File: src/rtl/gpo_pkg.sv
package gpo_pkg;
  localparam int unsigned OFS_DIRECT = 0;
  localparam int unsigned OFS_MASKED = 4;
  localparam int unsigned OFS_INDIV  = 8;
  localparam int unsigned OFS_STATUS = 12;
  localparam int unsigned OFS_ROUTE  = 16;

  typedef enum logic [1:0] {
    CMD_HOLD  = 2'd0,
    CMD_SET   = 2'd1,
    CMD_CLEAR = 2'd2,
    CMD_FLIP  = 2'd3
  } chan_cmd_e;

  // One channel under a per-channel command code.
  function automatic logic cmd_apply(input logic cur, input logic [1:0] code);
    case (chan_cmd_e'(code))
      CMD_SET:   cmd_apply = 1'b1;
      CMD_CLEAR: cmd_apply = 1'b0;
      CMD_FLIP:  cmd_apply = ~cur;
      default:   cmd_apply = cur;
    endcase
  endfunction

  // One channel under a guarded store: a protect bit of 1 keeps the old value.
  function automatic logic guard_apply(input logic cur, input logic val, input logic keep);
    guard_apply = keep ? cur : val;
  endfunction
endpackage

File: src/rtl/gpo_wr_decode.sv
module gpo_wr_decode
  import gpo_pkg::*;
#(
  parameter int unsigned NCH    = 8,
  parameter int unsigned ADDR_W = 5,
  parameter int unsigned DATA_W = 32
) (
  input  logic              bus_wr,
  input  logic [ADDR_W-1:0] bus_addr,
  input  logic [DATA_W-1:0] bus_wdata,
  input  logic [NCH-1:0]    cur_out,
  output logic              hit_direct,
  output logic              hit_masked,
  output logic              hit_indiv,
  output logic              hit_route,
  output logic              hit_none,
  output logic [NCH-1:0]    next_out
);
  localparam int unsigned CMD_W = 2;

  logic [NCH-1:0] guarded_val;
  logic [NCH-1:0] indiv_val;

  assign hit_direct = bus_wr && (bus_addr == ADDR_W'(OFS_DIRECT));
  assign hit_masked = bus_wr && (bus_addr == ADDR_W'(OFS_MASKED));
  assign hit_indiv  = bus_wr && (bus_addr == ADDR_W'(OFS_INDIV));
  assign hit_route  = bus_wr && (bus_addr == ADDR_W'(OFS_ROUTE));
  assign hit_none   = bus_wr && !(hit_direct || hit_masked || hit_indiv || hit_route);

  for (genvar ch = 0; ch < NCH; ch++) begin : g_chan
    assign guarded_val[ch] = guard_apply(cur_out[ch], bus_wdata[ch], bus_wdata[NCH+ch]);
    assign indiv_val[ch]   = cmd_apply(cur_out[ch], bus_wdata[CMD_W*ch +: CMD_W]);
  end

  always_comb begin
    next_out = cur_out;
    if (hit_direct)      next_out = bus_wdata[NCH-1:0];
    else if (hit_masked) next_out = guarded_val;
    else if (hit_indiv)  next_out = indiv_val;
  end
endmodule

File: src/rtl/gpo_route.sv
module gpo_route #(
  parameter int unsigned NCH = 8
) (
  input  logic [NCH-1:0] reg_val,
  input  logic [NCH-1:0] route_sel,
  input  logic [NCH-1:0] insn_src,
  output logic [NCH-1:0] pin_out
);
  for (genvar ch = 0; ch < NCH; ch++) begin : g_pin
    assign pin_out[ch] = route_sel[ch] ? insn_src[ch] : reg_val[ch];
  end
endmodule

File: src/rtl/gpo_readback.sv
module gpo_readback
  import gpo_pkg::*;
#(
  parameter int unsigned NCH    = 8,
  parameter int unsigned ADDR_W = 5,
  parameter int unsigned DATA_W = 32
) (
  input  logic [ADDR_W-1:0] bus_addr,
  input  logic [NCH-1:0]    out_q,
  input  logic [NCH-1:0]    route_q,
  output logic [DATA_W-1:0] bus_rdata
);
  always_comb begin
    bus_rdata = '0;
    if (bus_addr == ADDR_W'(OFS_STATUS))     bus_rdata[NCH-1:0] = out_q;
    else if (bus_addr == ADDR_W'(OFS_ROUTE)) bus_rdata[NCH-1:0] = route_q;
  end
endmodule

File: src/rtl/gpo_multimode.sv
module gpo_multimode
  import gpo_pkg::*;
#(
  parameter int unsigned NCH    = 8,
  parameter int unsigned ADDR_W = 5,
  parameter int unsigned DATA_W = 32
) (
  input  logic              clk,
  input  logic              rst_n,
  input  logic              bus_wr,
  input  logic [ADDR_W-1:0] bus_addr,
  input  logic [DATA_W-1:0] bus_wdata,
  output logic [DATA_W-1:0] bus_rdata,
  input  logic [NCH-1:0]    insn_src,
  output logic [NCH-1:0]    pin_out
);
  logic [NCH-1:0] out_q;
  logic [NCH-1:0] route_q;
  logic [NCH-1:0] next_out;
  logic           hit_direct, hit_masked, hit_indiv, hit_route, hit_none;

  gpo_wr_decode #(.NCH(NCH), .ADDR_W(ADDR_W), .DATA_W(DATA_W)) u_dec (
    .bus_wr    (bus_wr),
    .bus_addr  (bus_addr),
    .bus_wdata (bus_wdata),
    .cur_out   (out_q),
    .hit_direct(hit_direct),
    .hit_masked(hit_masked),
    .hit_indiv (hit_indiv),
    .hit_route (hit_route),
    .hit_none  (hit_none),
    .next_out  (next_out)
  );

  always_ff @(posedge clk or negedge rst_n) begin
    if (!rst_n) begin
      out_q   <= '0;
      route_q <= '0;
    end else begin
      out_q <= next_out;
      if (hit_route) route_q <= bus_wdata[NCH-1:0];
    end
  end

  gpo_route #(.NCH(NCH)) u_route (
    .reg_val  (out_q),
    .route_sel(route_q),
    .insn_src (insn_src),
    .pin_out  (pin_out)
  );

  gpo_readback #(.NCH(NCH), .ADDR_W(ADDR_W), .DATA_W(DATA_W)) u_rd (
    .bus_addr (bus_addr),
    .out_q    (out_q),
    .route_q  (route_q),
    .bus_rdata(bus_rdata)
  );

  assert_reset_clear_R1: assert property (@(posedge clk)
    !rst_n |=> (out_q == '0) && (route_q == '0));

  assert_direct_load_R2: assert property (@(posedge clk) disable iff (!rst_n)
    hit_direct |=> out_q == $past(bus_wdata[NCH-1:0]));

  assert_guard_keep_R3: assert property (@(posedge clk) disable iff (!rst_n)
    hit_masked |=> (out_q & $past(bus_wdata[2*NCH-1:NCH])) ==
                   ($past(out_q) & $past(bus_wdata[2*NCH-1:NCH])));

  for (genvar ch = 0; ch < NCH; ch++) begin : g_chk
    assert_flip_R4: assert property (@(posedge clk) disable iff (!rst_n)
      hit_indiv && (bus_wdata[2*ch +: 2] == 2'd3) |=> out_q[ch] != $past(out_q[ch]));
    assert_route_insn_R7: assert property (@(posedge clk) disable iff (!rst_n)
      route_q[ch] |-> pin_out[ch] == insn_src[ch]);
  end

  assert_upper_zero_R5: assert property (@(posedge clk) disable iff (!rst_n)
    bus_rdata[DATA_W-1:NCH] == '0);

  assert_unmapped_inert_R8: assert property (@(posedge clk) disable iff (!rst_n)
    hit_none |=> $stable(out_q) && $stable(route_q));

  assert_idle_hold_R9: assert property (@(posedge clk) disable iff (!rst_n)
    !bus_wr |=> $stable(out_q) && $stable(route_q));
endmodule

File: config.mk
export PLATFORM = sky130hd
export DESIGN_NAME = gpo_multimode
export DESIGN_NICKNAME = d
export VERILOG_FILES = /design/src/rtl/gpo_pkg.sv /design/src/rtl/gpo_wr_decode.sv /design/src/rtl/gpo_route.sv /design/src/rtl/gpo_readback.sv /design/src/rtl/gpo_multimode.sv
export SDC_FILE = /design/constraint.sdc
export NUM_CORES = 1
export LEC_CHECK = 0
export BUFFER_PORTS_ARGS = -buffer_cell sky130_fd_sc_hd__buf_2
export CORE_ASPECT_RATIO = 0.5
export CORE_MARGIN = 2
export CORE_UTILIZATION = 44
export DETAILED_ROUTE_END_ITERATION = 7
export PLACE_DENSITY = 0.82
export SLEW_MARGIN = 10
export SYNTH_ARGS = -nofsm -noshare
export SYNTH_HDL_FRONTEND = slang
export SYNTH_SLANG_ARGS = --single-unit
File: constraint.sdc
create_clock -name clk -period 2.4 [get_ports clk]
set_input_delay 0.24 -clock clk [delete_from_list [all_inputs] [get_ports clk]]
set_output_delay 0.24 -clock clk [all_outputs]
set_load 0.05 [all_outputs]
==> metrics.cfg <==
[run_status]
status = complete, no violations

[route]
wl_mm = 3.17
dr.pass1.iters = 4
wl_per_cell_um = 13.0
antenna_left = 0
drtIter0Drc = 83
drc = 0
vias = 1233
drt-vias-per-instance = 5.07

[critical_path]
end_kind = output port
r2r_slack_ps = 1250
worstRegToRegCells = 3
crit_arrival_ps = 1590
cp.required_ps = 2160
cp-start-kind = primary input
path_class = primary input to output port
rr_startpoint = out_q[4]$_DFFE_PN0P_
critPathMaxFanout = 18
r2r-end = out_q[4]$_DFFE_PN0P_

[sta]
final.setup.tns_ps = 0
hold_viol_final = 0
fmax_mhz = 547
rsz0062_at_grt = no
finalWorstSetupSlack_ps = 571
skew_ps = 0
finalCriticalPeriod_ps = 1830
period_share_pct = 76.2
setup_viol = 0
report.final.slew_viol_count = 0

[cts]
insertion_delay_ps = 250
cts_tree = yes
clock-root-buffer = clkbuf_8
numCtsBuffers = 3
h-tree-depth = 1
ctsLongestPathBuffers = 2
postCtsSetupBuffers = 0
clock-sinks = 16
clk_pin_slew_ps = 60

[synthesis]
netlist_instances = 155
ys_seq_elements = 16
synth_top_flop_cell = dfrtp_1
synth_edf_count = 0
seq_area_frac_synth_pct = 27.8
synth_area_per_cell_um2 = 9.28
synthArstFlopShare_pct = 100
yosysWarnings = 0
synth_area_um2 = 1440
synthDistinctLibCells = 33

[job]
maxCapViolCount = 0

[grt]
grt_max_degree = 19
grt.overflow.total = 0
antenna_found_initial = 0
track_usage_pct = 18.3
grt_pass1_wl_mm = 5.38
grt_pass1_vias = 1201

[placement]
dp_cells = 239
dp_hpwl_mm = 2.44
place_ws_ps = 583
port-buffer-count = 47
routabilityCongestion = 0.804

[floorplanning]
start_util_pct = 46.9
die_height_um = 44.4
core-area_um2 = 3070
die_w_um = 84.9
die_area_um2 = 3770
rows = 14
io_pins = 88

[power]
p_leak_nw = 0.872
vdd_ir_drop_max_mv = 0.290
power_density_nw_per_um2 = 625

[layout]
multi_input_area_um2 = 886
num_antenna_cells = 0
fill_cells = 277
syn2layout_area_growth_pct = 16.7
final_nets = 261
drive_gt1_share_pct = 36.5
fin_cells = 243
seq_area_um2 = 400

[min_path]
holdPathEnd = out_q[0]$_DFFE_PN0P_
holdCritPathClass = primary input to register
min_path_cells = 2
hold_path_startpoint = bus_wdata[0]

==> state kept, by name, indices dropped and copies added, names as in the netlist <==
name	flops
out_q	8
route_q	8
==> stage by stage <==
stage | power (mW) | util, % | hold WS (ps) | instance area [um2]
2_1_floorplan | 0.780 | - | -55.6 | 1530
3_3_place_gp | 0.833 | 53.1 | 172 | 1630
3_5_place_dp | 0.848 | 53.1 | 187 | 1630
4_1_cts | 1.05 | 54.8 | 227 | 1680
5_1_grt | 1.11 | 54.8 | 242 | 1680
6_report | 1.05 | 54.8 | 227 | 1680
==> layer usage <==
metal / wire length [um] / vias up / GRT usage [%]
met2: 1560 / 58 / 32.6
met5: 0 / - / 0
met4: 0 / 0 / 6.03
li1: - / 603 / -
met3: 221 / 0 / 3.92
met1: 1390 / 572 / 22.9
==> cell usage after synthesis (all sizes together) (5+ instances only) <==
library cell   n  area (um2)
o21ai         11        55.1
inv            9        33.8
nand2          6        32.5
ha             8         100
dfrtp         16         400
a21oi          6        30.0
nor3           5        25.0
nor2           7        26.3
buf           27         198
a22o           8        70.1
mux2          21         236
==> kinds of logic (layout without fill, tap and decap cells) <==
family	after synthesis	in the layout	synth area share (%)
mux	25	25	19.2
simple gates	32	32	13.6
flops	16	16	27.8
buf+inv	38	63	16.6
fa+ha+maj	8	8	6.96
compound gates	35	35	15.6
other cells	1	24	0.261
==> where the power goes <==
part | total, mW | internal (mW) | leakage, nW | switching (mW)
registers | 0.377 | 0.327 | 0.200 | 0.0496
logic | 0.468 | 0.145 | 0.650 | 0.323
clock network | 0.205 | 0.111 | 0.0216 | 0.0938
total | 1.05 | 0.584 | 0.872 | 0.466
==> worst max-delay path by stage <==
stage	start	slack, ps	to	depth (start not counted)
6_report	bus_addr[3]	570	bus_rdata[5]	5
5_1_grt	bus_addr[3]	440	bus_rdata[6]	5
4_1_cts	bus_addr[3]	580	bus_rdata[5]	5
3_5_place_dp	bus_addr[3]	580	bus_rdata[5]	5
3_3_place_gp	bus_addr[3]	580	bus_rdata[5]	5
2_1_floorplan	bus_addr[3]	550	bus_rdata[0]	4
==> critical path, cell delays in order <==
cell	delay, ps
buf_2	200
nor4_1	250
and2_1	410
a22o_1	220
buf_2	260
==> layout by cell type (no fill, tap or decap), types with 2 or more instances in the layout <==
cell and n:
inv_1 9, dfrtp_1 16, buf_4 3, o21ai_0 11, nor3_1 5, nor4_1 2
buf_2 47, mux2_1 3, conb_1 24, nor2_1 7, and2_1 2, mux2_2 18
a21oi_1 6, a22o_1 8, a31oi_1 4, clkbuf_8 3, ha_1 8, nand3_1 2
nand2_1 4, a211oi_1 2, nand3b_1 3, mux2i_1 4
==> timing repair <==
item | 4_1_cts | 5_1_grt
hold endpoints to repair | 16 | 0
hold buffers | 1 | 0
resized for setup | 0 | 0
==> cell type report <==
class	instances	share of cell area (%)
well taps	40	2.98
clock buffers	3	2.46
repair buffers	51	15.9
inverters	9	2.01
flip-flops and latches	16	23.8
multi-input cells	124	52.8
Note: power is estimated with default switching activity, not from simulation.
